## src/rtl/baud_gen_pkg.sv

```systemverilog
package baud_gen_pkg;

   localparam int BG_REG_W = 8;
   localparam int BG_DIV_W = 8;

   localparam logic BG_ADDR_SEL = 1'b0;
   localparam logic BG_ADDR_DIV = 1'b1;

   // lowest select code whose base clock respects the frequency ceiling
   function automatic int bg_min_code(input longint sys_hz,
                                      input longint max_hz,
                                      input int     top_code);
      int res;
      res = top_code + 1;
      for (int c = top_code; c >= 0; c--) begin
         if ((sys_hz >> c) <= max_hz) res = c;
      end
      return res;
   endfunction

endpackage

```

## src/rtl/bg_regs.sv

```systemverilog
module bg_regs
   import baud_gen_pkg::*;
#(
   parameter int SEL_W    = 4,
   parameter int TOP_CODE = 11,
   parameter int MIN_CODE = 0
) (
   input  logic                clk,
   input  logic                rst_n,
   input  logic                uart_en,
   input  logic                reg_wr,
   input  logic                reg_addr,
   input  logic [BG_REG_W-1:0] reg_wdata,
   output logic [BG_REG_W-1:0] reg_rdata,
   output logic [SEL_W-1:0]    sel_q,
   output logic [BG_DIV_W-1:0] div_q,
   output logic                err_q
);

   localparam int NCODE = 2 ** SEL_W;

   logic [NCODE-1:0] code_ok;
   logic [SEL_W-1:0] wr_sel;
   logic             wr_open;

   // constant legality map, one bit per possible select code
   for (genvar g = 0; g < NCODE; g++) begin : g_ok
      if (g >= MIN_CODE && g <= TOP_CODE) begin : g_legal
         assign code_ok[g] = 1'b1;
      end else begin : g_refused
         assign code_ok[g] = 1'b0;
      end
   end

   assign wr_sel  = reg_wdata[SEL_W-1:0];
   assign wr_open = reg_wr & ~uart_en;

   always_ff @(posedge clk) begin
      if (!rst_n) begin
         sel_q <= '0;
         div_q <= '0;
         err_q <= 1'b0;
      end else if (wr_open) begin
         if (reg_addr == BG_ADDR_SEL) begin
            if (code_ok[wr_sel]) begin
               sel_q <= wr_sel;
            end else begin
               err_q <= 1'b1;
            end
         end else begin
            div_q <= reg_wdata[BG_DIV_W-1:0];
         end
      end
   end

   always_comb begin
      reg_rdata = '0;
      if (reg_addr == BG_ADDR_DIV) begin
         reg_rdata[BG_DIV_W-1:0] = div_q;
      end else begin
         reg_rdata[SEL_W-1:0] = sel_q;
      end
   end

endmodule

```

## src/rtl/bg_prescaler.sv

```systemverilog
module bg_prescaler #(
   parameter int SEL_W    = 4,
   parameter int TOP_CODE = 11
) (
   input  logic             clk,
   input  logic             rst_n,
   input  logic             run,
   input  logic [SEL_W-1:0] sel,
   output logic             stb
);

   localparam int NCODE = 2 ** SEL_W;
   localparam int CNT_W = (TOP_CODE < 1) ? 1 : TOP_CODE;

   logic [CNT_W-1:0] cnt;
   logic [NCODE-1:0] tap;

   always_ff @(posedge clk) begin
      if (!rst_n || !run) begin
         cnt <= '0;
      end else begin
         cnt <= cnt + CNT_W'(1);
      end
   end

   // tap g fires when the low g bits of the running count are all ones
   for (genvar g = 0; g < NCODE; g++) begin : g_tap
      if (g == 0) begin : g_every
         assign tap[g] = 1'b1;
      end else if (g <= TOP_CODE) begin : g_pow
         assign tap[g] = &cnt[g-1:0];
      end else begin : g_none
         assign tap[g] = 1'b0;
      end
   end

   assign stb = run & tap[sel];

endmodule

```

## src/rtl/bg_divider.sv

```systemverilog
module bg_divider #(
   parameter int DIV_W = 8
) (
   input  logic             clk,
   input  logic             rst_n,
   input  logic             run,
   input  logic             base_stb,
   input  logic [DIV_W-1:0] div,
   output logic             tick
);

   logic [DIV_W-1:0] dcnt;
   logic             at_end;
   logic             div_ok;

   assign at_end = (dcnt == (div - DIV_W'(1)));
   assign div_ok = (div > DIV_W'(1));

   always_ff @(posedge clk) begin
      if (!rst_n || !run) begin
         dcnt <= '0;
      end else if (base_stb) begin
         if (at_end) begin
            dcnt <= '0;
         end else begin
            dcnt <= dcnt + DIV_W'(1);
         end
      end
   end

   assign tick = run & base_stb & div_ok & at_end;

endmodule

```

## src/rtl/baud_rate_gen.sv

```systemverilog
module baud_rate_gen
   import baud_gen_pkg::*;
#(
   parameter longint SYS_CLK_HZ  = 20_000_000,
   parameter longint MAX_BASE_HZ = 20_000_000,
   parameter int     SEL_W       = 4,
   parameter int     TOP_CODE    = 11
) (
   input  logic                clk,
   input  logic                rst_n,
   input  logic                uart_en,
   input  logic                reg_wr,
   input  logic                reg_addr,
   input  logic [BG_REG_W-1:0] reg_wdata,
   output logic [BG_REG_W-1:0] reg_rdata,
   output logic                base_stb,
   output logic                baud_tick,
   output logic                cfg_err
);

   localparam int MIN_CODE = bg_min_code(SYS_CLK_HZ, MAX_BASE_HZ, TOP_CODE);

   if (SEL_W > BG_REG_W) begin : g_chk_selw
      $error("select field wider than its register");
   end
   if (TOP_CODE >= 2 ** SEL_W || TOP_CODE < 1) begin : g_chk_top
      $error("TOP_CODE out of range for SEL_W");
   end
   if (MIN_CODE > TOP_CODE) begin : g_chk_min
      $error("no select code meets MAX_BASE_HZ");
   end

   logic [SEL_W-1:0]    sel_q;
   logic [BG_DIV_W-1:0] div_q;

   bg_regs #(
      .SEL_W   (SEL_W),
      .TOP_CODE(TOP_CODE),
      .MIN_CODE(MIN_CODE)
   ) u_regs (
      .clk      (clk),
      .rst_n    (rst_n),
      .uart_en  (uart_en),
      .reg_wr   (reg_wr),
      .reg_addr (reg_addr),
      .reg_wdata(reg_wdata),
      .reg_rdata(reg_rdata),
      .sel_q    (sel_q),
      .div_q    (div_q),
      .err_q    (cfg_err)
   );

   bg_prescaler #(
      .SEL_W   (SEL_W),
      .TOP_CODE(TOP_CODE)
   ) u_pre (
      .clk  (clk),
      .rst_n(rst_n),
      .run  (uart_en),
      .sel  (sel_q),
      .stb  (base_stb)
   );

   bg_divider #(
      .DIV_W(BG_DIV_W)
   ) u_div (
      .clk     (clk),
      .rst_n   (rst_n),
      .run     (uart_en),
      .base_stb(base_stb),
      .div     (div_q),
      .tick    (baud_tick)
   );

endmodule

```

## config.mk

```make
export PLATFORM = sky130hd
export DESIGN_NAME = baud_rate_gen
export DESIGN_NICKNAME = d
export VERILOG_FILES = /design/src/rtl/baud_gen_pkg.sv /design/src/rtl/bg_regs.sv /design/src/rtl/bg_prescaler.sv /design/src/rtl/bg_divider.sv /design/src/rtl/baud_rate_gen.sv
export SDC_FILE = /design/constraint.sdc
export NUM_CORES = 1
export LEC_CHECK = 0
export ABC_AREA = 1
export BUFFER_PORTS_ARGS = -buffer_cell sky130_fd_sc_hd__buf_2
export CORE_UTILIZATION = 55
export CTS_CLUSTER_DIAMETER = 30
export CTS_CLUSTER_SIZE = 25
export DETAILED_ROUTE_END_ITERATION = 16
export HOLD_SLACK_MARGIN = 0.15
export PLACE_DENSITY = 0.8
export SYNTH_ARGS = -nofsm -noshare
export SYNTH_HDL_FRONTEND = slang
export SYNTH_HIERARCHICAL = 1
export SYNTH_SLANG_ARGS = --single-unit
```

## constraint.sdc

```tcl
create_clock -name clk -period 2.5 [get_ports clk]
set_input_delay 0.5 -clock clk [delete_from_list [all_inputs] [get_ports clk]]
set_output_delay 0.5 -clock clk [all_outputs]
set_load 0.02 [all_outputs]
```

# Yosys cells after proc, flatten, opt, wreduce, memory -nomap -nowiden
# Memory sizes are Yosys's and may differ from the RTL's.
# Index checks and enable logic that the tools add are counted.
# W data, S select, Z words.
# classes
bitwise	8
eq_ne	1
n_addsub	3
reduce_logical	16
order_cmp	3
mux	6
# ops
cell	n
$add A11 B1 Y11 const B	1
$reduce_and A11 Y1	1
$lt A4 B5 Y1 const B	2
$reduce_and A10 Y1	1
$reduce_and A3 Y1	3
$reduce_and A9 Y1	1
$add A8 B1 Y8 const B	1
$eq A8 B8 Y1	1
$gt A8 B1 Y1 const B	1
$mux W4	2
$mux W8	1
$reduce_and A8 Y1	1
$sub A8 B1 Y8 const B	1
$reduce_and A7 Y1	1
$reduce_and A6 Y1	1
$and A1 B1 Y1	5
$reduce_and A5 Y1	1
$bmux W1 S4	1
$reduce_and A2 Y1	2
$reduce_and A4 Y1	1
$not A1 Y1	3
$logic_not A1 Y1	2
$mux W1	2
$logic_or A1 B1 Y1	1
# totals
n_memories	1
romBits	16
register_bits	32
wordCells	43
# mem_list
name	words	width	rd	rd_ports_with_merged_regs	wr	line_no	text
(name not given)	16	1	1	0	0	bg_regs.sv:45	if (code_ok[wr_sel]) begin

# Depth between registers and ports, before layout
# Gate-level depths: netlist of run 1.
# depth
ltp_word	7
ltp_mapped	22
ltp_nobuf	21

# Hierarchy
# The synthesis of run 1 kept the hierarchy.
# by_module_without_submodules
module	area_each_um2	cells_each	n_inst	seq_area_each_um2
bg_divider	762.0	127	1	160.2
bg_regs	631.9	89	1	260.2
bg_prescaler	618.1	95	1	220.2

# Worst setup path after synthesis of run 1
# OpenSTA, ideal clock, no wires.
# synth_timing
path_type	reg2out
start	reg u_pre.cnt[0]
end	out baud_tick
stages_incl_launch_ff	18
slack_ps	-264
required_ps	2000
arrival_time_ps	2264
path_cell_list	dfxtp_1 -> ha_1 -> inv_1 -> nor2_4 -> nand2_2 -> inv_1 -> ha_1 -> nand2_1 -> nand3_1 -> nand2_1 -> inv_1 -> nand2_1 -> nand2_1 -> nand2_1 -> nor2_1 -> buf_4 -> nand3_2 -> nor2_1
# synth_between
elab_chain_len	7
elab_cells_between_ends	16
cone_classes	2 x mux; 4 x bitwise; 10 x reduce/logical
# synth_rtl
item	line_no	text
start, declared	bg_prescaler.sv:15	logic [CNT_W-1:0] cnt;
start signal, assigned	bg_prescaler.sv:22	cnt <= cnt + CNT_W'(1);
$reduce_and A11 Y1 (tied with other cells)	bg_prescaler.sv:31	assign tap[g] = &cnt[g-1:0];
$bmux W1 S4 *	bg_prescaler.sv:37	assign stb = run & tap[sel];
$mux W1 (not written as such) *	bg_prescaler.sv:37	
$and A1 B1 Y1 *	bg_prescaler.sv:37	
net base_stb	baud_rate_gen.sv:16	output logic base_stb,
$and A1 B1 Y1 * (3 in series)	bg_divider.sv:31	assign tick = run & base_stb & div_ok & at_end;
end, declared	baud_rate_gen.sv:17	output logic baud_tick,
# The timed path passes the listed nets; every way through them passes the cells marked *. The select of a mux whose other input is x is not followed.

# Final worst setup path of run 1
# layout_timing
start	reg u_pre.cnt[0]
end	out baud_tick
# layout_between
elab_chain_len	7
elab_cells_between_ends	16
cone_classes	2 x mux; 4 x bitwise; 10 x reduce/logical
# layout_rtl
item	line_no
$reduce_and A11 Y1 (tied with other cells)	bg_prescaler.sv:31
$bmux W1 S4 *	bg_prescaler.sv:37
$mux W1 (not written as such) *	bg_prescaler.sv:37
$and A1 B1 Y1 *	bg_prescaler.sv:37
$and A1 B1 Y1 * (3 in series)	bg_divider.sv:31
# Every way passes the cells marked *; elsewhere a longest branch is shown, timed or not. The select of a mux whose other input is x is not followed.

==> results of run 1 <==
[kinds of logic (layout without fill, tap and decap cells)]
group / Yosys count / after routing / synth area share
simple gates: 183 / 183 / 0.4055
buf+inv: 51 / 95 / 0.1095
flops: 32 / 32 / 0.3184
compound gates: 25 / 25 / 0.06655
xor+xnor: 13 / 13 / 0.05659
fa+ha+maj: 7 / 7 / 0.04353
[critical path: cells and delay by family, from the launching register on]
kind                     cells  cell delay [ns]
adder cells (fa/ha/maj)      2             0.27
AND/OR/NAND/NOR             11             0.83
buffers and inverters        5             0.38
flip-flops                   1             0.37
[placed cells by master, fill, tap and decap left out]
master and instances:
nand2_1 71, nor2_1 60, inv_1 38, dfxtp_1 28, buf_2 21, nor2_2 12
buf_4 11, o21ai_0 10, buf_6 8, nand3_1 8, a21oi_1 8, xor2_1 7
inv_2 6, nand2_2 6, nor2_4 6, clkbuf_4 5, xnor2_1 4, nand4_1 4
o21ai_1 4, nand2_4 4, nor3_1 4, ha_1 4, dfxtp_2 4, nand3_2 3
ha_4 3, nand3_4 2, xor2_2 2, inv_4 2, clkinv_2 1, bufinv_16 1
clkinvlp_4 1, o41ai_1 1, nand2b_1 1, nand3b_1 1, a211oi_1 1, inv_12 1
nor2_8 1, a21boi_1 1
[sequential cells by signal, summed over array words and instances, names as in the netlist]
register and cells:
u_regs/div_q 8, u_regs/sel_q 4, u_pre/cnt 11, u_div/dcnt 8
u_regs/err_q 1
[where the power goes]
group	switching, mW	leakage, nW	total (mW)	internal [mW]
Combinational	0.126	0.944	0.215	0.0883
Clock	0.193	0.0412	0.401	0.208
Sequential	0.0219	0.261	0.545	0.523
[metrics by stage]
stage / cell area (um2) / setup slack [ns]
2_1_floorplan: 2027 / 0.03657
3_3_place_gp: 2193 / 0.1247
3_5_place_dp: 2193 / 0.05853
4_1_cts: 2395 / -0.1118
5_1_grt: 2544 / -0.3420
6_report: 2544 / -0.1994
[timing repair]
item	in CTS	in global routing
pin swaps	9	14
resized for setup	17	28
setup buffers	9	5
setup endpoints to repair	2	7
[final cells by class]
cell class / instances / area share
clock buffer: 5 / 0.01476
clock inverter: 3 / 0.01672
inverter: 47 / 0.07624
multi-input combinational: 228 / 0.5066
sequential: 32 / 0.2538
tap: 46 / 0.02263
timing repair buffer: 40 / 0.1092
[routing by layer]
metal  wire length, um  vias to the layer above  track usage  share of wire
met5                 0                        -            0              0
met1              2169                      919       0.3179           0.46
li1                  -                     1038            -              -
met3               160                        7      0.05292          0.034
met2              2279                       46       0.4226           0.49
met4                84                        0      0.09593          0.018
[worst min path at each step]
stage / cells after the start / slack, ns / from / end
floorplan: 1 / 0.43 / u_pre/cnt[0] / u_pre/cnt[0]
global placement: 2 / 0.44 / u_regs/err_q / u_regs/err_q
detailed placement: 2 / 0.44 / u_regs/err_q / u_regs/err_q
CTS: 3 / 0.36 / reg_wdata[5] / u_regs/div_q[5]
global route: 3 / 0.37 / reg_wdata[4] / u_regs/div_q[4]
finish: 3 / 0.37 / reg_wdata[4] / u_regs/div_q[4]
==> results.md, run 1 <==
- # diodes: 0
- CP max-delay cell: dfxtp_2
- Seq/Total Area, Yosys: 0.3184
- Cells after synthesis: just over 300
- Filler cell count: between 200 and 300
- Die Footprint: slightly below 4000 um2
- CTS Hold Bufs: 0
- Dpl hpwl: 3122 um
- Period Utilization, post-route: 1.080
- Top cells by area, synth: dfxtp_1 (32%), nand2_1 (14%), nor2_1 (12%)
- CP max stage delay: approximately 0.37 ns
- Failing checks: negative setup slack
- Asr flop ratio synth: 0
- GRT Total Usage: 0.2531
- Slew HR: 0.7501
- Status: finished, violations left
- Final Critical Period: approximately 2.7 ns
- Yosys top cell by area: dfxtp_1
- Clock skew: 0.006709 ns
- Most common cell in the synthesized netlist: nand2_1
- RR Endpoint: u_div/dcnt[7]
- EDFF count, synth: 0
- Total Power: approximately 1.2 mW
- Finished Layout Cells: between 400 and 500
- Mapped Nets: roughly 330
- Syn Area/Cell: 6.469 um2
- Post-Place Cells: around 380
- Worst Path Required: roughly 2 ns
- DR WL/cell: around 12 um
- Layout cell share with drive strength beyond 1: 0.2817
- Worst setup EP type: primary output
- GPL Wtd Cong: just over 0.8
- Leak pwr: approximately 1.2 nW
- DR vias: ~2000
- Multi-input combinational cell area: between 1000 and 1500 um2
- Syn. warnings: 6
- CTS buffer count: 5
- Launch point of the worst reg-to-reg path: u_pre/cnt[0]
- CP arrival: roughly 2.2 ns
- Final Net Count: around 370
- Cell Chain, Critical Path: ha_4, inv_4, nor2_4, buf_6, nand2_4, inv_2, ha_4, nand2_2, nand3_2, nand2_2, inv_2, nand2_1, nand2_1, nand2_2, nor2_4, nand3_4, nor2_4, buf_6
- Port bufs: 23
- CP Capture Point: baud_tick
- Post-Syn Area: just over 2000 um2
- First-pass GRT wire length: between 7000 and 8000 um
- Initial Utilization: 0.5890
- Max Clk Rate: approximately 0.37 GHz
- Max-Cap Viols: 0
- Chip width: 62.48 um
- Initial antenna violation count: 0
- Avg Vias per Cell: 5.012
- Vias in the first global route: between 1500 and 2000
- P per Cell Area: 456.3 nW/um2
- Core footprint: between 3000 and 4000 um2
- Crit Path Category: reg2out
- Final Max Slew Viols: 0
- Setup TNS: -0.3695 ns
- Unique cell type count in the Yosys netlist: 31
- WL final: approximately 4700 um
- Final WS setup: -0.1994 ns
- Flops & latches, synth: 32
- Unrepaired setup endpoints after global routing: yes
- R2R depth: 24
- Clk_lat worst skew: roughly 0.35 ns
- Min-Delay Path Class: in2reg
- Hold Fails Final Rpt: 0
- Num ports: 24
- Layout area overhead: 26.43%
- Drt pass-1 iters: 4
- Htree depth: 2
- Clock Sinks: 32
- Primary FF master, synth: dfxtp_1
- DIE HEIGHT: about 62 um
- Row cnt: 21
- Crit Path Max Fanout: 3
- Routed Antenna Nets: 0
- R2R Setup Slk: 0.08 ns
- Setup crit start kind: register
- Peak supply drop: 0.3677 mV
- CTS tree: built
- Slew @ Worst Pin: approximately 0.37 ns
- Root cell of the clock tree: clkbuf_4
- Fin util: 0.7447
- Largest net degree at the start of global routing: 16
- Worst-path clk slew: ~0.11 ns
- Area share of the leading cell type in the synthesized netlist: 0.3184
- GRT Residual Overflow: 0
- Final setup fails: 2
- FF+latch area: 645.6 um2
- Worst hold slack: 0.3697 ns
- DRC violations left: 0
- Post-synth top cells: nand2_1 (77), nor2_1 (65), inv_1 (42), dfxtp_1 (32)
- Worst Setup SP: u_pre/cnt[0]
- Clock Path Buffers: 2
- Iter 0 DRT Violations: approximately 110
Note: power is estimated with default switching activity, not from simulation.
==> run 2, diff against run 1 <==
--- a/config.mk
+++ b/config.mk
@@ -8,6 +8,7 @@
 export ABC_AREA = 1
 export BUFFER_PORTS_ARGS = -buffer_cell sky130_fd_sc_hd__buf_2
 export CORE_UTILIZATION = 55
+export CTS_BUF_LIST = sky130_fd_sc_hd__clkbuf_8
 export CTS_CLUSTER_DIAMETER = 30
 export CTS_CLUSTER_SIZE = 25
 export DETAILED_ROUTE_END_ITERATION = 16
==> run 2 against run 1 <==
Compared with the run above: the run still ends with negative setup slack left; wire length shrank 0.34%; maximum frequency grew 4.3%; critical path type unchanged; non-clock buffer count shrank 3; power grew 7.0%; sequential cell count is the same; largest cell class unchanged; clock-buffer cell count is the same; sequential share of layout area grew 0.54 points; final cell count shrank 0.75%.
==> results.md, run 2 (synthesized netlist as in run 1, its figures left out) <==
- Num ports: 24 (unchanged)
- Clock Sinks: 32 (unchanged)
- CTS buffer count: 5 (unchanged)
- Worst slack at placement: 0.05853 ns (unchanged)
- Failing checks: negative setup slack
- Finished Layout Cells: 398 (-0.75%)
- Filler cell count: 275 (+1.1%)
- Fin util: 0.7293 (-0.01539)
- Layout area overhead: 23.82%
- WL final: 4677 um (-0.34%)
- Largest net degree at the start of global routing: 16 (unchanged)
- GPL Wtd Cong: 0.8225 (unchanged)
- Final Max Slew Viols: 0 (unchanged)
- Min-Delay Path Class: in2reg
- Chip width: 62.48 um (unchanged)
- RR Endpoint: u_div/dcnt[7]
- GRT Residual Overflow: 0 (unchanged)
- Hold endpoint: u_regs/div_q[4]
- Max-Cap Viols: 0 (unchanged)
- Commonest non-fill, non-tap cell in the layout: nand2_1
- Launch point of the worst reg-to-reg path: u_pre/cnt[0]
- Worst hold slack: 0.4344 ns (+0.06462 ns)
- Largest regs: u_pre/cnt (11), u_div/dcnt (8), u_regs/div_q (8)
- CP arrival: 2.09 ns (-0.11 ns)
- Clk_lat worst skew: 0.29 ns (-0.06 ns)
- Drt pass-1 iters: 7 (+3)
- Final Net Count: 371 (-0.80%)
- DR vias: 1989 (-1.0%)
- Setup crit start kind: register
- R2R Setup Slk: 0.13 ns (+0.05 ns)
- Most flops, register: u_pre/cnt
- Row cnt: 21 (unchanged)
- Routed Antenna Nets: 0 (unchanged)
- Vias in the first global route: 1900 (+2.3%)
- Final WS setup: -0.08905 ns (+0.1103 ns)
- Peak supply drop: 0.4717 mV (+28%)
- CTS Hold Bufs: 0 (unchanged)
- Avg Vias per Cell: 4.997 (-0.30%)
- DIE HEIGHT: 62.48 um (unchanged)
- Worst setup EP type: primary output
- Total Power: 1.242 mW (+7.0%)
- Slew @ Worst Pin: 0.4175 ns (+0.04319 ns)
- Clock Path Buffers: 2 (unchanged)
- Period Utilization, post-route: 1.036 (-0.04414)
- Final Critical Period: 2.589 ns (-0.1103 ns)
- Die Footprint: 3904 um2 (unchanged)
- R2R depth: 20 (-17%)
- Clock skew: 0.004850 ns (-0.001858 ns)
- Port bufs: 23 (unchanged)
- Number of flip-flops in the largest register: 11 (unchanged)
- Core footprint: 3416 um2 (unchanged)
- Worst-path clk slew: 0.07 ns (-0.04 ns)
- Post-Place Cells: 379 (unchanged)
- # diodes: 0 (unchanged)
- First-pass GRT wire length: 7969 um (+0.61%)
- Dpl hpwl: 3122 um (unchanged)
- Post-DP Area: 2193 um2 (unchanged)
- Setup TNS: -0.1728 ns (+0.1967 ns)
- Hold Fails Final Rpt: 0 (unchanged)
- DR WL/cell: 11.75 um (+0.41%)
- Initial antenna violation count: 0 (unchanged)
- Crit Path Category: reg2out
- Worst Hold Depth: 3 (unchanged)
- Max Clk Rate: 0.3862 GHz (+4.3%)
- Initial Utilization: 0.5890 (unchanged)
- Final setup fails: 2 (unchanged)
- FF+latch area: 645.6 um2 (unchanged)
- Multi-input combinational cell area: 1246 um2 (-3.3%)
- Crit Path Max Fanout: 6 (+3)
- Slew HR: 0.7213 (-0.02883)
- Iter 0 DRT Violations: 128 (+12%)
- Hold path startpoint: reg_wdata[4]
- Unrepaired setup endpoints after global routing: yes
- DRC violations left: 0 (unchanged)
- Layout cell share with drive strength beyond 1: 0.2642 (-0.01749)
- P per Cell Area: 498.6 nW/um2 (+9.3%)
- Post-route cell area: 2491 um2 (-2.1%)
- Status: finished, violations left
- GRT Total Usage: 0.2550 (+0.001935)
- Worst Path Required: 2.00 ns (about the same)
- Htree depth: 2 (unchanged)
- Most frequent cells in the layout: nand2_1 (74), nor2_1 (60), inv_1 (37)
- Leak pwr: 1.211 nW (-2.9%)
- Root cell of the clock tree: clkbuf_8
- CTS tree: built
run 2: changes by cell type in the layout (fill, tap and decap cells not counted), moves of 2 or more:
cell | previous run | this run
clkbuf_8 | 0 | 5
nor2_2 | 12 | 14
nor2_4 | 6 | 4
buf_6 | 8 | 3
buf_4 | 11 | 13
xor2_1 | 7 | 9
nand2_1 | 71 | 74
nand2_4 | 4 | 2
xor2_2 | 2 | 0
clkbuf_4 | 5 | 0
run 2: cell type report:
type	instances	share of cell area
Multi-Input combinational cell	228	0.5003
Sequential cell	32	0.2592
Timing Repair Buffer	37	0.09493
Inverter	47	0.07785
Clock buffer	5	0.02762
Tap cell	46	0.02310
Clock inverter	3	0.01708
run 2: worst max path at each step:
stage,endpoint,slack [ns],startpoint,cells after the start
detailed placement,baud_tick,0.06,u_pre/cnt[1],17
CTS,baud_tick,-0.06,u_pre/cnt[1],17
finish,base_stb,-0.09,u_pre/cnt[1],14
floorplan,baud_tick,0.04,u_pre/cnt[0],17
global route,baud_tick,-0.22,u_pre/cnt[0],18
global placement,baud_tick,0.12,u_pre/cnt[0],17
run 2: worst max-delay path, cell delays in order, from the launching register on:
cell,delay (ns)
dfxtp_2,0.34
ha_4,0.16
buf_4,0.12
buf_4,0.12
ha_1,0.17
nand2_1,0.06
nand2_1,0.06
nor2_1,0.12
nor2_1,0.06
nor2_1,0.11
nand2_1,0.08
inv_2,0.07
nor2_4,0.05
buf_4,0.15
buf_6,0.13
run 2: routing by layer:
layer	up-vias	wire length, um	share of wire	global-route usage
li1	1032	-	-	-
met1	894	2122	0.45	0.3077
met2	54	2239	0.48	0.4280
met3	9	249	0.053	0.06204
met4	0	66	0.014	0.1105
met5	-	0	0	0
run 2: repair_timing:
item | in CTS | in global routing
pin swaps | 7 | 12
resized for setup | 15 | 17
endpoints found under the setup margin | 2 | 5
buffers inserted | 6 | 5
run 2: where the power goes:
group	switching (mW)	internal (mW)
combinational	0.123	0.0776
clock	0.202	0.295
sequential	0.0219	0.523
total	0.347	0.895
